[config.mk]
export PLATFORM = sky130hd
export DESIGN_NAME = uart_irq_ctrl
export DESIGN_NICKNAME = d
export VERILOG_FILES = /design/src/rtl/uart_irq_pkg.sv /design/src/rtl/uart_irq_thresh.sv /design/src/rtl/uart_irq_level.sv /design/src/rtl/uart_irq_sticky.sv /design/src/rtl/uart_irq_timeout.sv /design/src/rtl/uart_irq_ctrl.sv
export SDC_FILE = /design/constraint.sdc
export NUM_CORES = 1
export LEC_CHECK = 0
export BUFFER_PORTS_ARGS = -buffer_cell sky130_fd_sc_hd__buf_2
export CORE_MARGIN = 2
export CORE_UTILIZATION = 44
export DETAILED_ROUTE_END_ITERATION = 6
export HOLD_SLACK_MARGIN = 0.06
export PLACE_DENSITY = 0.82
export RECOVER_POWER = 25
export SYNTH_ARGS = -nofsm -noshare
export SYNTH_HDL_FRONTEND = slang
export SYNTH_SLANG_ARGS = --single-unit
export TNS_END_PERCENT = 100
[constraint.sdc]
create_clock -name clk -period 2.1 [get_ports clk]
set_input_delay 0.105 -clock clk [delete_from_list [all_inputs] [get_ports clk]]
set_output_delay 0.105 -clock clk [all_outputs]
set_load 0.05 [all_outputs]
[src/rtl/uart_irq_pkg.sv]
package uart_irq_pkg;
  localparam int NSRC   = 8;
  localparam int IX_RX  = 0;
  localparam int IX_TX  = 1;
  localparam int IX_TO  = 2;
  localparam int IX_FRM = 3;
  localparam int IX_PAR = 4;
  localparam int IX_BRK = 5;
  localparam int IX_OVR = 6;
  localparam int IX_EOT = 7;
  localparam int NERR   = 4;
  localparam int NLVL   = 3;

  typedef enum logic [2:0] {
    LVL_QUARTER = 3'd1,
    LVL_HALF    = 3'd2,
    LVL_THREEQ  = 3'd3
  } lvl_code_e;
endpackage

[src/rtl/uart_irq_thresh.sv]
module uart_irq_thresh #(
  parameter int DEPTH = 16,
  parameter int CW    = $clog2(DEPTH + 1)
) (
  input  logic          fifo_en,
  input  logic [2:0]    rx_sel,
  input  logic [2:0]    tx_sel,
  input  logic [CW-1:0] rx_cnt,
  input  logic [CW-1:0] tx_cnt,
  input  logic          tx_busy,
  output logic          rx_cond,
  output logic          tx_cond,
  output logic          eot_cond
);
  import uart_irq_pkg::*;

  localparam int QTR  = DEPTH / 4;
  localparam int HALF = DEPTH / 2;
  localparam int TQ   = 3 * (DEPTH / 4);

  // fraction decode, unknown codes fall back to half
  function automatic logic [CW-1:0] level_of(input logic [2:0] code);
    case (code)
      LVL_QUARTER: level_of = CW'(QTR);
      LVL_THREEQ:  level_of = CW'(TQ);
      default:     level_of = CW'(HALF);
    endcase
  endfunction

  logic [CW-1:0] rx_lvl, tx_lvl;

  always_comb begin
    rx_lvl = level_of(rx_sel);
    tx_lvl = level_of(tx_sel);
    if (fifo_en) begin

      tx_cond = (tx_cnt <= tx_lvl);
      rx_cond = (rx_cnt >= rx_lvl);
    end else begin

      tx_cond = (tx_cnt == '0);
      rx_cond = (rx_cnt != '0);
    end

    eot_cond = (tx_cnt == '0) && !tx_busy;
  end
endmodule

[src/rtl/uart_irq_level.sv]
module uart_irq_level (
  input  logic clk,
  input  logic rst,
  input  logic cond,
  input  logic clr,
  output logic raw_d,
  output logic raw_q
);
  logic blk_q, blk_d;

  always_comb begin
    blk_d = cond && (blk_q || clr);
    raw_d = cond && !blk_d;
  end

  always_ff @(posedge clk) begin
    if (rst) begin
      blk_q <= 1'b0;
      raw_q <= 1'b0;
    end else begin
      blk_q <= blk_d;
      raw_q <= raw_d;
    end
  end


  clr_hold_chk: assert property (@(posedge clk) disable iff (rst)
    (clr && cond) |=> !raw_q);

  cond_low_chk: assert property (@(posedge clk) disable iff (rst)
    !cond |=> !raw_q);
endmodule

[src/rtl/uart_irq_sticky.sv]
module uart_irq_sticky (
  input  logic clk,
  input  logic rst,
  input  logic set,
  input  logic clr,
  output logic raw_d,
  output logic raw_q
);
  always_comb raw_d = set || (raw_q && !clr);

  always_ff @(posedge clk) begin
    if (rst) raw_q <= 1'b0;
    else     raw_q <= raw_d;
  end


  set_wins_chk: assert property (@(posedge clk) disable iff (rst)
    set |=> raw_q);

  clr_only_chk: assert property (@(posedge clk) disable iff (rst)
    (clr && !set) |=> !raw_q);

  keep_chk: assert property (@(posedge clk) disable iff (rst)
    (raw_q && !clr) |=> raw_q);
endmodule

[src/rtl/uart_irq_timeout.sv]
module uart_irq_timeout #(
  parameter int TO_BITS = 32,
  parameter int TW      = $clog2(TO_BITS)
) (
  input  logic clk,
  input  logic rst,
  input  logic enable,
  input  logic nonempty,
  input  logic tick,
  input  logic restart,
  input  logic clr,
  output logic raw_d,
  output logic raw_q
);
  localparam logic [TW-1:0] LAST = TW'(TO_BITS - 1);

  logic [TW-1:0] cnt_q, cnt_d;
  logic          idle_all, hit;

  always_comb begin
    // any activity, empty FIFO, masked source or clear restarts the count
    idle_all = restart || !nonempty || !enable || clr;
    hit      = tick && !idle_all && (cnt_q == LAST);
    if (idle_all)  cnt_d = '0;
    else if (hit)  cnt_d = '0;
    else if (tick) cnt_d = cnt_q + 1'b1;
    else           cnt_d = cnt_q;
    // gated by its own mask
    raw_d = enable && nonempty && !clr && (raw_q || hit);
  end

  always_ff @(posedge clk) begin
    if (rst) begin
      cnt_q <= '0;
      raw_q <= 1'b0;
    end else begin
      cnt_q <= cnt_d;
      raw_q <= raw_d;
    end
  end


  to_mask_chk: assert property (@(posedge clk) disable iff (rst)
    raw_q |-> $past(enable));

  to_empty_chk: assert property (@(posedge clk) disable iff (rst)
    !nonempty |=> !raw_q);

  to_restart_chk: assert property (@(posedge clk) disable iff (rst)
    (restart && !raw_q) |=> !raw_q);
endmodule

[src/rtl/uart_irq_ctrl.sv]
module uart_irq_ctrl #(
  parameter int DEPTH   = 16,
  parameter int TO_BITS = 32,
  localparam int CW     = $clog2(DEPTH + 1),
  localparam int NS     = uart_irq_pkg::NSRC
) (
  input  logic          clk,
  input  logic          rst,
  input  logic          fifo_en,
  input  logic [2:0]    rx_lvl_sel,
  input  logic [2:0]    tx_lvl_sel,
  input  logic [CW-1:0] rx_count,
  input  logic [CW-1:0] tx_count,
  input  logic          tx_busy,
  input  logic          rx_push,
  input  logic          rx_pop,
  input  logic          bit_tick,
  input  logic          err_frame,
  input  logic          err_parity,
  input  logic          err_break,
  input  logic          err_overrun,
  input  logic [NS-1:0] irq_mask,
  input  logic          clr_we,
  input  logic [NS-1:0] clr_bits,
  output logic [NS-1:0] raw_stat,
  output logic [NS-1:0] mask_stat,
  output logic          irq
);
  import uart_irq_pkg::*;

  localparam int LVL_IX [NLVL] = '{IX_RX, IX_TX, IX_EOT};

  logic [NS-1:0]   clr_hit;
  logic [NS-1:0]   raw_d, raw_q;
  logic [NLVL-1:0] lvl_cond;
  logic [NERR-1:0] err_vec;
  logic            rx_cond, tx_cond, eot_cond;
  logic [NS-1:0]   msk_q;
  logic            irq_q;

  // only bits written as 1 clear
  assign clr_hit = clr_we ? clr_bits : '0;
  assign err_vec = {err_overrun, err_break, err_parity, err_frame};

  uart_irq_thresh #(.DEPTH(DEPTH), .CW(CW)) u_thresh (
    .fifo_en (fifo_en),
    .rx_sel  (rx_lvl_sel),
    .tx_sel  (tx_lvl_sel),
    .rx_cnt  (rx_count),
    .tx_cnt  (tx_count),
    .tx_busy (tx_busy),
    .rx_cond (rx_cond),
    .tx_cond (tx_cond),
    .eot_cond(eot_cond)
  );

  assign lvl_cond = {eot_cond, tx_cond, rx_cond};

  genvar gl;
  generate
    for (gl = 0; gl < NLVL; gl++) begin : g_lvl
      uart_irq_level u_lvl (
        .clk  (clk),
        .rst  (rst),
        .cond (lvl_cond[gl]),
        .clr  (clr_hit[LVL_IX[gl]]),
        .raw_d(raw_d[LVL_IX[gl]]),
        .raw_q(raw_q[LVL_IX[gl]])
      );
    end
  endgenerate

  genvar ge;
  generate
    for (ge = 0; ge < NERR; ge++) begin : g_err
      uart_irq_sticky u_err (
        .clk  (clk),
        .rst  (rst),
        .set  (err_vec[ge]),
        .clr  (clr_hit[IX_FRM + ge]),
        .raw_d(raw_d[IX_FRM + ge]),
        .raw_q(raw_q[IX_FRM + ge])
      );
    end
  endgenerate

  uart_irq_timeout #(.TO_BITS(TO_BITS)) u_to (
    .clk     (clk),
    .rst     (rst),
    .enable  (irq_mask[IX_TO]),
    .nonempty(rx_count != '0),
    .tick    (bit_tick),
    .restart (rx_push || rx_pop),
    .clr     (clr_hit[IX_TO]),
    .raw_d   (raw_d[IX_TO]),
    .raw_q   (raw_q[IX_TO])
  );

  // masked view and combined line registered alongside the raw bits
  always_ff @(posedge clk) begin
    if (rst) begin
      msk_q <= '0;
      irq_q <= 1'b0;
    end else begin
      msk_q <= raw_d & irq_mask;
      irq_q <= |(raw_d & irq_mask);
    end
  end

  assign raw_stat  = raw_q;
  assign mask_stat = msk_q;
  assign irq       = irq_q;


  msk_and_chk: assert property (@(posedge clk) disable iff (rst)
    mask_stat == (raw_stat & $past(irq_mask)));

  irq_or_chk: assert property (@(posedge clk) disable iff (rst)
    irq == (mask_stat != '0));

  rst_zero_chk: assert property (@(posedge clk)
    $past(rst) |-> (raw_stat == '0 && mask_stat == '0 && !irq));
endmodule

==> results of run 1 <==
## critical path, stage by stage, from the launching register on
cell       delay, ns
dfxtp_1         0.36
ha_1            0.21
and3_1          0.18
ha_1            0.19
a31o_2          0.24
a211oi_1        0.27
o2111ai_1       0.16
## metal layers
metal / share of wire (%) / wire length (µm)
met5: 0 / 0
met2: 51 / 1340
met3: 5.4 / 140
met1: 43 / 1110
met4: 0.77 / 20
## cell usage after synthesis, types with 2 or more instances
library cell  instances  share of area, %
a21boi_0              2               1.3
a21boi_1              2               1.3
a21o_1                2               1.3
a22oi_1               2               1.3
and2_1                2               1.1
and3_1                2               1.1
buf_4                 8               5.2
clkbuf_1              2              0.65
dfxtp_1              25                43
ha_1                  6               6.5
inv_1                 9               2.9
mux2i_1               2               1.7
nand2_1               5               1.6
nand4_1               2               1.1
nor2_1               21               6.8
nor2b_1               6               3.2
nor3_1                2              0.86
nor4_1                2               1.1
o2111ai_1             2               1.5
o211a_1               4               3.4
xor2_1                2               1.5
## state kept, by name (all words and copies together), names as in the netlist
| name | flops |
|---|---|
| irq | 1 |
| g_lvl.u_lvl.raw_q | 3 |
| u_to.cnt_q | 5 |
| u_to.raw_q | 1 |
| g_err.u_err.raw_q | 4 |
| mask_stat | 8 |
| g_lvl.u_lvl.blk_q | 3 |
## power groups by stage
stage / logic, µW / registers, µW / clock network (µW)
floorplan: 102 / 537 / 0
detailed placement: 194 / 508 / 0
CTS: 207 / 497 / 203
finish: 206 / 497 / 200
global route: 221 / 499 / 228
global placement: 187 / 508 / 0
## cells by family (layout without fill, tap and decap cells)
family	count (synthesis)	count (layout)
mux	2	2
fa+ha+maj	6	6
xor+xnor	3	3
compound gates	20	20
simple gates	50	50
buf+inv	19	83
flops	25	25
## layout make-up
| class | count | share of cell area (%) |
|---|---|---|
| Clock buffer | 4 | 1.71 |
| Timing Repair Buffer | 70 | 26.0 |
| Multi-Input combinational cell | 81 | 35.2 |
| Tap cell | 30 | 2.44 |
| Inverter | 9 | 2.19 |
| Sequential cell | 25 | 32.5 |
## stage by stage
stage / cell area, µm² / hold slack [ns] / utilization (%) / setup slack [ns]
floorplan: 1160 / 0.226 / - / 0.537
global placement: 1430 / 0.328 / 57.3 / 0.487
detailed placement: 1430 / 0.346 / 57.3 / 0.396
CTS: 1540 / 0.0637 / 61.6 / 0.384
global route: 1540 / 0.0752 / 61.6 / 0.303
finish: 1540 / 0.0727 / 61.6 / 0.359
## what timing repair did
action,4_1_cts,5_1_grt
buffers inserted,0,0
hold buffers,8,2
endpoints found under the hold margin,8,2
## worst paths after layout
path / cells past startpoint / startpoint / slack, ns / to
worst max-delay path: 6 / u_to.cnt_q[0]$_SDFFE_PP0P_ / 0.36 / irq$_SDFF_PP0_
worst min register to register: 2 / g_lvl[0].u_lvl.blk_q$_SDFF_PP0_ / 0.49 / g_lvl[0].u_lvl.blk_q$_SDFF_PP0_
worst min-delay path: 3 / tx_busy / 0.07 / mask_stat[7]$_SDFF_PP0_
worst max register to register: 6 / u_to.cnt_q[0]$_SDFFE_PP0P_ / 0.36 / irq$_SDFF_PP0_
==> impl_metrics.tcl, run 1 <==
set metrics [dict create \
    layout_commonest_cell "buf_2" \
    rows 18 \
    critPathArrivalTime_ns 1.91 \
    placedCellCount 205 \
    dieArea_mm2 0.00307 \
    drt-initial-drc-count 23 \
    worst_pin_slew_ns 0.469 \
    syn_nets 175 \
    cts_tree "done" \
    routed-via-count 1079 \
    hold_class "input port to flop" \
    hold_viol_final 0 \
    wl_per_cell_um 11.9 \
    antenna_found_initial 0 \
    pwr-share-comb_pct 22.8 \
    start_util_pct 46.5 \
    period_needed_ns 1.74 \
    drive_gt1_share_pct 34.4 \
    grt_util_met3_pct 2.34 \
    synth_top_flop_cell "dfxtp_1" \
    synthArstFlopShare_pct 0 \
    synthSimpleGateAreaFrac_pct 23.3 \
    drv_slew 0 \
    port_buffers 60 \
    synthCells 125 \
    synth_adder_area_share_pct 6.46 \
    final_cells 219 \
    clock-sinks 25 \
    synth.distinct_cells 36 \
    status "completed" \
    clk_pin_slew_worst_paths_ns 0.13 \
    insertedDiodeCount 0 \
    grt_pass1_vias 982 \
    cts.path.max_buffers 2 \
    grt_pass1_wl_um 4120 \
    io_pins 61 \
    period_share_pct 82.9 \
    numCtsBuffers 3 \
    endpoint_kind "flop" \
    track_usage_pct 16.2 \
    vdd_ir_drop_max_uv 350 \
    mostFrequentLayoutCells "buf_2 (60), dfxtp_1 (25), nor2_1 (21)" \
    synth-xor-area-share_pct 2.26 \
    skew_ns 0.00651 \
    syn_avg_cell_area_um2 9.30 \
    wl_um 2610 \
    synth_area_mm2 0.00116 \
    vias_per_cell 4.93 \
    grt_max_degree 14 \
    swShare_pct 28.3 \
    finalSetupViolations 0 \
    intPower_uw 648 \
    crit_required_ns 2.27 \
    power_frac_clock_pct 22.2 \
    synth_edf_count 0 \
    startpoint_type "flop" \
    ctsResizeCount 0 \
    routabilityCongestion 0.713 \
    muxShareOfSynthArea_pct 1.72 \
    die_y_um 55.4 \
    synth_compound_area_share_pct 14.5 \
    ant_nets 0 \
    regArea_um2 500 \
    drc 0 \
    busiest_layer "met2" \
    multi_input_area_um2 542 \
    timing.fmax_mhz 574 \
    p_leak_uw 0.000821 \
    power.density_mw_per_mm2 587 \
    seqPwrFrac_pct 55.0 \
    ys_seq_area_share_pct 43.1 \
    rsz0062_at_grt "false" \
    fin_tns_setup_ns 0 \
    ctsRootBufferMaster "clkbuf_4" \
    crit_path_max_fanout 3 \
    ys_warn_count 0 \
    dr.pass1.iters 4 \
    syn_to_final_growth_pct 32.5 \
    met1_usage_pct 19.6 \
    grtUsageMet2_pct 30.1 \
    dp_hpwl_um 2090 \
    fill_cells 223 \
    core_region_area_mm2 0.00250 \
    nets 240 \
    ys_ff_latch 25 \
    relSlewSlack_pct 68.5 \
    synth_top_family_by_area "simple AND/OR/NAND/NOR gates" \
    htreeDepth 1 \
    power_uw 904 \
    grt-ovfl-total 0 \
    die_w_um 55.4 \
    crit_type "flop to flop" \
    p_sw_uw 256 \
    clock_latency_ns 0.30 \
    maxCapViolations 0 \
]
Note: power is estimated with default switching activity, not from simulation.
==> run 2: changes to the inputs <==
==> constraint.sdc (replaced) <==
create_clock -name clk -period 1.7 [get_ports clk]
set_input_delay 0.085 -clock clk [delete_from_list [all_inputs] [get_ports clk]]
set_output_delay 0.085 -clock clk [all_outputs]
set_load 0.05 [all_outputs]
==> run 2 against run 1 <==
Global-route usage rose by 1.2 points. Clock skew decreased by 0.0016 ns. Power is 26% higher. Critical path depth stayed put. Largest power group unchanged. Largest cell class unchanged. Critical endpoint unchanged. Final cell count up 3.2%.
==> impl_metrics.tcl, run 2 (same netlist as run 1, synthesis figures left out) <==
set metrics [dict create \
    crit-reg2reg-launch "u_to.cnt_q[0]$_SDFFE_PP0P_" \
    routed-via-count 1157 \
    holdPathStages 3 \
    clock-sinks 25 \
    drt-initial-drc-count 21 \
    nets 247 \
    port_buffers 60 \
    ant_nets 0 \
    worstSetupStartpoint "u_to.cnt_q[0]$_SDFFE_PP0P_" \
    drive_gt1_share_pct 35.7 \
    dr.pass1.iters 4 \
    endpoint_kind "flop" \
    grt_pass1_wl_um 4420 \
    grt_max_degree 14 \
    largest_reg_flops 8 \
    holdPathEnd "g_lvl[2].u_lvl.raw_q$_SDFF_PP0_" \
    wl_per_cell_um 12.7 \
    clock_latency_ns 0.31 \
    critPathArrivalTime_ns 1.82 \
    status "completed" \
    drc 0 \
    power_uw 1140 \
    dieArea_mm2 0.00307 \
    r2r-end "irq$_SDFF_PP0_" \
    crit_required_ns 1.89 \
    crit_type "flop to flop" \
    rsz0062_at_grt "false" \
    hp-start "clr_bits[7]" \
    crit_path_max_fanout 3 \
    vias_per_cell 5.12 \
    cts_tree "done" \
    mostFrequentLayoutCells "buf_2 (60), dfxtp_1 (23), nor2_1 (21)" \
    cts.path.max_buffers 2 \
    rows 18 \
    wl_um 2880 \
    start_util_pct 46.5 \
    hold_viol_final 0 \
    antenna_found_initial 0 \
    die_w_um 55.4 \
    vdd_ir_drop_max_uv 424 \
    htreeDepth 1 \
    ff2ff_path_depth 6 \
    grt-ovfl-total 0 \
    routabilityCongestion 0.719 \
    track_usage_pct 17.4 \
    power.density_mw_per_mm2 700 \
    startpoint_type "flop" \
    io_pins 61 \
    fill_cells 198 \
    worst_pin_slew_ns 0.479 \
    numCtsBuffers 3 \
    core_region_area_mm2 0.00250 \
    period_share_pct 95.5 \
    r2r_setup_slack_ns 0.08 \
    period_needed_ns 1.62 \
    maxCapViolations 0 \
    grt_pass1_vias 1067 \
    ctsRootBufferMaster "clkbuf_4" \
    die_y_um 55.4 \
    dp_hpwl_um 2130 \
    finalSetupViolations 0 \
    fin_tns_setup_ns 0 \
    skew_ns 0.00496 \
    timing.fmax_mhz 616 \
    placedCellCount 205 \
    p_leak_uw 0.000858 \
    hold_class "input port to flop" \
    layout_commonest_cell "buf_2" \
    syn_to_final_growth_pct 40.3 \
    final_cells 226 \
    drv_slew 0 \
    postLayoutCoreUtil_pct 65.2 \
    clk_pin_slew_worst_paths_ns 0.13 \
    insertedDiodeCount 0 \
    relSlewSlack_pct 67.7 \
]
[run 2: worst max-delay path, cell delays in order, from the launching register on]
cell       delay (ns)
dfxtp_2          0.35
ha_1             0.21
and3_1           0.18
ha_1             0.19
a31o_2           0.22
a211oi_2         0.23
o2111ai_1        0.14
[run 2: per-layer routing]
| layer | part of all wire [%] | track usage, % | up-vias | wire, µm |
|---|---|---|---|---|
| met5 | 0 | 0 | - | 0 |
| li1 | - | - | 573 | - |
| met1 | 40 | 19.7 | 520 | 1150 |
| met3 | 6.5 | 1.41 | 6 | 188 |
| met2 | 52 | 33.5 | 58 | 1500 |
| met4 | 1.1 | 6.27 | 0 | 31 |
[run 2: worst max-delay path by stage]
| stage | endpoint | slack [ns] | depth (start not counted) |
|---|---|---|---|
| after floorplan | irq$_SDFF_PP0_ | 0.14 | 6 |
| after global placement | irq$_SDFF_PP0_ | 0.09 | 6 |
| after detailed placement | irq$_SDFF_PP0_ | 0.02 | 6 |
| after CTS | irq$_SDFF_PP0_ | 0.04 | 6 |
| after global routing | irq$_SDFF_PP0_ | 0.03 | 6 |
| final | irq$_SDFF_PP0_ | 0.08 | 6 |
[run 2: timing repair]
action                                  in CTS  in global routing
endpoints found under the setup margin       1                  1
resized for setup                            1                  2
endpoints found under the hold margin       12                  2
pin swaps                                    0                  1
hold buffers                                13                  3
buffers inserted                             0                  1
[run 2: area by class of cell]
type,instances,area (µm²),area share [%]
sequential,25,503,30.9
clock buffer,4,26.3,1.61
multi-input combinational,81,562,34.5
tap,30,37.5,2.30
inverter,9,33.8,2.07
timing repair buffer,77,468,28.7
[run 2: report_power, final]
group	total, µW	switching [µW]	leakage (µW)	internal, µW
registers	615	6.48	0.000206	608
logic	270	160	0.000638	110
clock network	257	165	0.0000150	91.6
total	1140	332	0.000858	810
[run 2: stage by stage]
stage / setup slack [ns] / area (µm²) / hold WS, ns
after floorplan: 0.137 / 1160 / 0.206
after global placement: 0.0877 / 1430 / 0.308
after detailed placement: 0.0151 / 1430 / 0.325
after CTS: 0.0424 / 1590 / 0.0619
after global routing: 0.0264 / 1630 / 0.0938
final: 0.0764 / 1630 / 0.111
==> run 3: changes to the inputs <==
--- a/config.mk
+++ b/config.mk
@@ -9,10 +9,12 @@
 export CORE_MARGIN = 2
 export CORE_UTILIZATION = 44
 export DETAILED_ROUTE_END_ITERATION = 6
+export GPL_TIMING_DRIVEN = 0
 export HOLD_SLACK_MARGIN = 0.06
 export PLACE_DENSITY = 0.82
 export RECOVER_POWER = 25
 export SYNTH_ARGS = -nofsm -noshare
 export SYNTH_HDL_FRONTEND = slang
+export SYNTH_HIERARCHICAL = 1
 export SYNTH_SLANG_ARGS = --single-unit
 export TNS_END_PERCENT = 100
==> run 3 against run 2 <==
Largest power group unchanged. Critical endpoint unchanged. Synthesized cell count is 8.0% higher. Count of clock-buffer cells in the layout decreased by 1. Setup slack worse by 0.0025 ns.
==> impl_metrics.tcl, run 3 <==
set metrics [dict create \
    status "completed" \
    maxCapViolations 0 \
    numCtsBuffers 3 \
    hold_viol_final 0 \
    syn_avg_cell_area_um2 8.96 \
    antenna_found_initial 0 \
    crit_path_max_fanout 2 \
    start_util_pct 45.0 \
    routabilityCongestion 0.721 \
    die_w_um 56.4 \
    final_cells 243 \
    endpoint_kind "flop" \
    ys_seq_area_share_pct 41.4 \
    dieArea_mm2 0.00319 \
    mostFrequentLayoutCells "buf_2 (60), dfxtp_1 (23), nor2_1 (22)" \
    synth_area_mm2 0.00121 \
    cts.path.max_buffers 2 \
    yosys-top-cells-area "dfxtp_1 (41%), nor2_1 (6.8%), and2_1 (6.2%)" \
    period_needed_ns 1.63 \
    timing.fmax_mhz 615 \
    drc 0 \
    synthCells 135 \
    wl_per_cell_um 11.3 \
    synth_top_area_share_pct 41.4 \
    dr.pass1.iters 4 \
    startpoint_type "flop" \
    drive_gt1_share_pct 38.2 \
    routed-via-count 1167 \
    layout_commonest_cell "buf_2" \
    syn_nets 185 \
    synth.distinct_cells 31 \
    postLayoutCoreUtil_pct 63.1 \
    grt_max_degree 16 \
    die_y_um 56.4 \
    vias_per_cell 4.80 \
    clock-sinks 25 \
    yosysTopAreaCell "dfxtp_1" \
    critPathArrivalTime_ns 1.84 \
    clk_pin_slew_worst_paths_ns 0.15 \
    cts_tree "done" \
    clock_latency_ns 0.32 \
    core_region_area_mm2 0.00269 \
    port_buffers 59 \
    nets 263 \
    insertedDiodeCount 0 \
    rows 19 \
    drv_slew 0 \
    track_usage_pct 17.2 \
    netlist_top_cells_count "dfxtp_1 (25), nor2_1 (22), nand2_1 (15)" \
    syn_to_final_growth_pct 40.1 \
    hold_class "input port to flop" \
    ant_nets 0 \
    grt_pass1_wl_um 4400 \
    final_area_mm2 0.00170 \
    io_pins 61 \
    synthArstFlopShare_pct 0 \
    skew_ns 0.00886 \
    rsz0062_at_grt "false" \
    htreeDepth 1 \
    yosysMostFrequentCell "dfxtp_1" \
    power.density_mw_per_mm2 686 \
    largest_reg_flops 8 \
    fin_tns_setup_ns 0 \
    ctsRootBufferMaster "clkbuf_4" \
    wl_um 2740 \
    period_share_pct 95.7 \
    drt-initial-drc-count 48 \
    grt-ovfl-total 0 \
    synth_edf_count 0 \
    ys_warn_count 6 \
    synth_top_flop_cell "dfxtp_1" \
    placedCellCount 225 \
    dp_hpwl_um 1960 \
    place_area_mm2 0.00154 \
    relSlewSlack_pct 79.0 \
    crit_type "flop to flop" \
    grt_pass1_vias 1063 \
    p_leak_uw 0.000846 \
    finalSetupViolations 0 \
    power_uw 1160 \
    crit_required_ns 1.91 \
    vdd_ir_drop_max_uv 746 \
    worst_pin_slew_ns 0.314 \
    ys_ff_latch 25 \
]
run 3: cell count changes in the layout (fill, tap and decap cells not counted), sizes merged, moves of 2 or more:
cell and change:
nor3 +5, a21o -2, and2 +10, a21oi +5
dlygate4sd3 -3, nor4 -2, o2111ai -2, o211a -4
a21boi -4, nor2b -2, nand2 +10, nand2b +6
run 3: cell type report:
class	count	area (µm²)
multi-input cells	98	644
clock buffers	3	22.5
repair buffers	73	432
inverters	10	37.5
plain buffers	2	10.0
clock inverters	1	7.51
well taps	31	38.8
fillers	234	991
flip-flops and latches	25	503
run 3: power breakdown:
part           internal [µW]  switching, µW  leakage (µW)
Clock                   89.6            183     0.0000139
Sequential               607           10.1      0.000206
Combinational            117            156      0.000626
Total                    814            349      0.000846
run 3: final timing paths:
check	from	to	slack, ns	cells after the start
hold reg to reg	g_lvl[1].u_lvl/blk_q$_SDFF_PP0_	g_lvl[1].u_lvl/raw_q$_SDFF_PP0_	0.45	1
setup reg to reg	u_to/cnt_q[0]$_SDFFE_PP0P_	irq$_SDFF_PP0_	0.07	8
hold / removal	rst	g_err[0].u_err/raw_q$_SDFF_PP0_	0.05	2
setup / recovery	u_to/cnt_q[0]$_SDFFE_PP0P_	irq$_SDFF_PP0_	0.07	8
run 3: worst max-delay path: stages, from the launching register on:
cell,delay (ns)
dfxtp_2,0.35
ha_1,0.21
and3_1,0.18
ha_1,0.19
a31oi_1,0.22
nor2_1,0.06
nand2_1,0.08
and2_4,0.14
a41oi_2,0.10
run 3: through the flow:
step | worst slack [ns] | hold slack (ns)
after CTS | 0.0680 | 0.0616
after global placement | -0.221 | 0.315
after detailed placement | -0.218 | 0.327
after global routing | 0.00944 | 0.0528
final | 0.0739 | 0.0510
after floorplan | 0.00723 | 0.147
run 3: logic make-up (layout without fill, tap and decap cells):
logic type                 count (synthesis)  after routing  synth area share [%]
xor gates and xnor gates                   3              3                  2.17
adders and majority gates                  6              6                  6.20
DFF                                       25             25                  41.4
AOI/OAI and AO/OA                         12             12                  8.89
and+or+nand+nor                           75             75                  35.8
muxes                                      2              2                  1.65
buffers and inverters                     12             89                  3.93
run 3: per-layer routing:
layer	vias to the layer above	track usage (%)	wire [µm]
met5	-	0	0
met4	0	6.46	42
met3	6	1.84	147
met2	47	30.1	1380
met1	515	21.5	1170
li1	599	-	-
run 3: timing repair:
action / CTS / global route
endpoints found under the hold margin: 14 / 0
resized for setup: 0 / 4
hold buffers: 13 / 0
setup endpoints to repair: 0 / 1
buffers inserted: 0 / 1
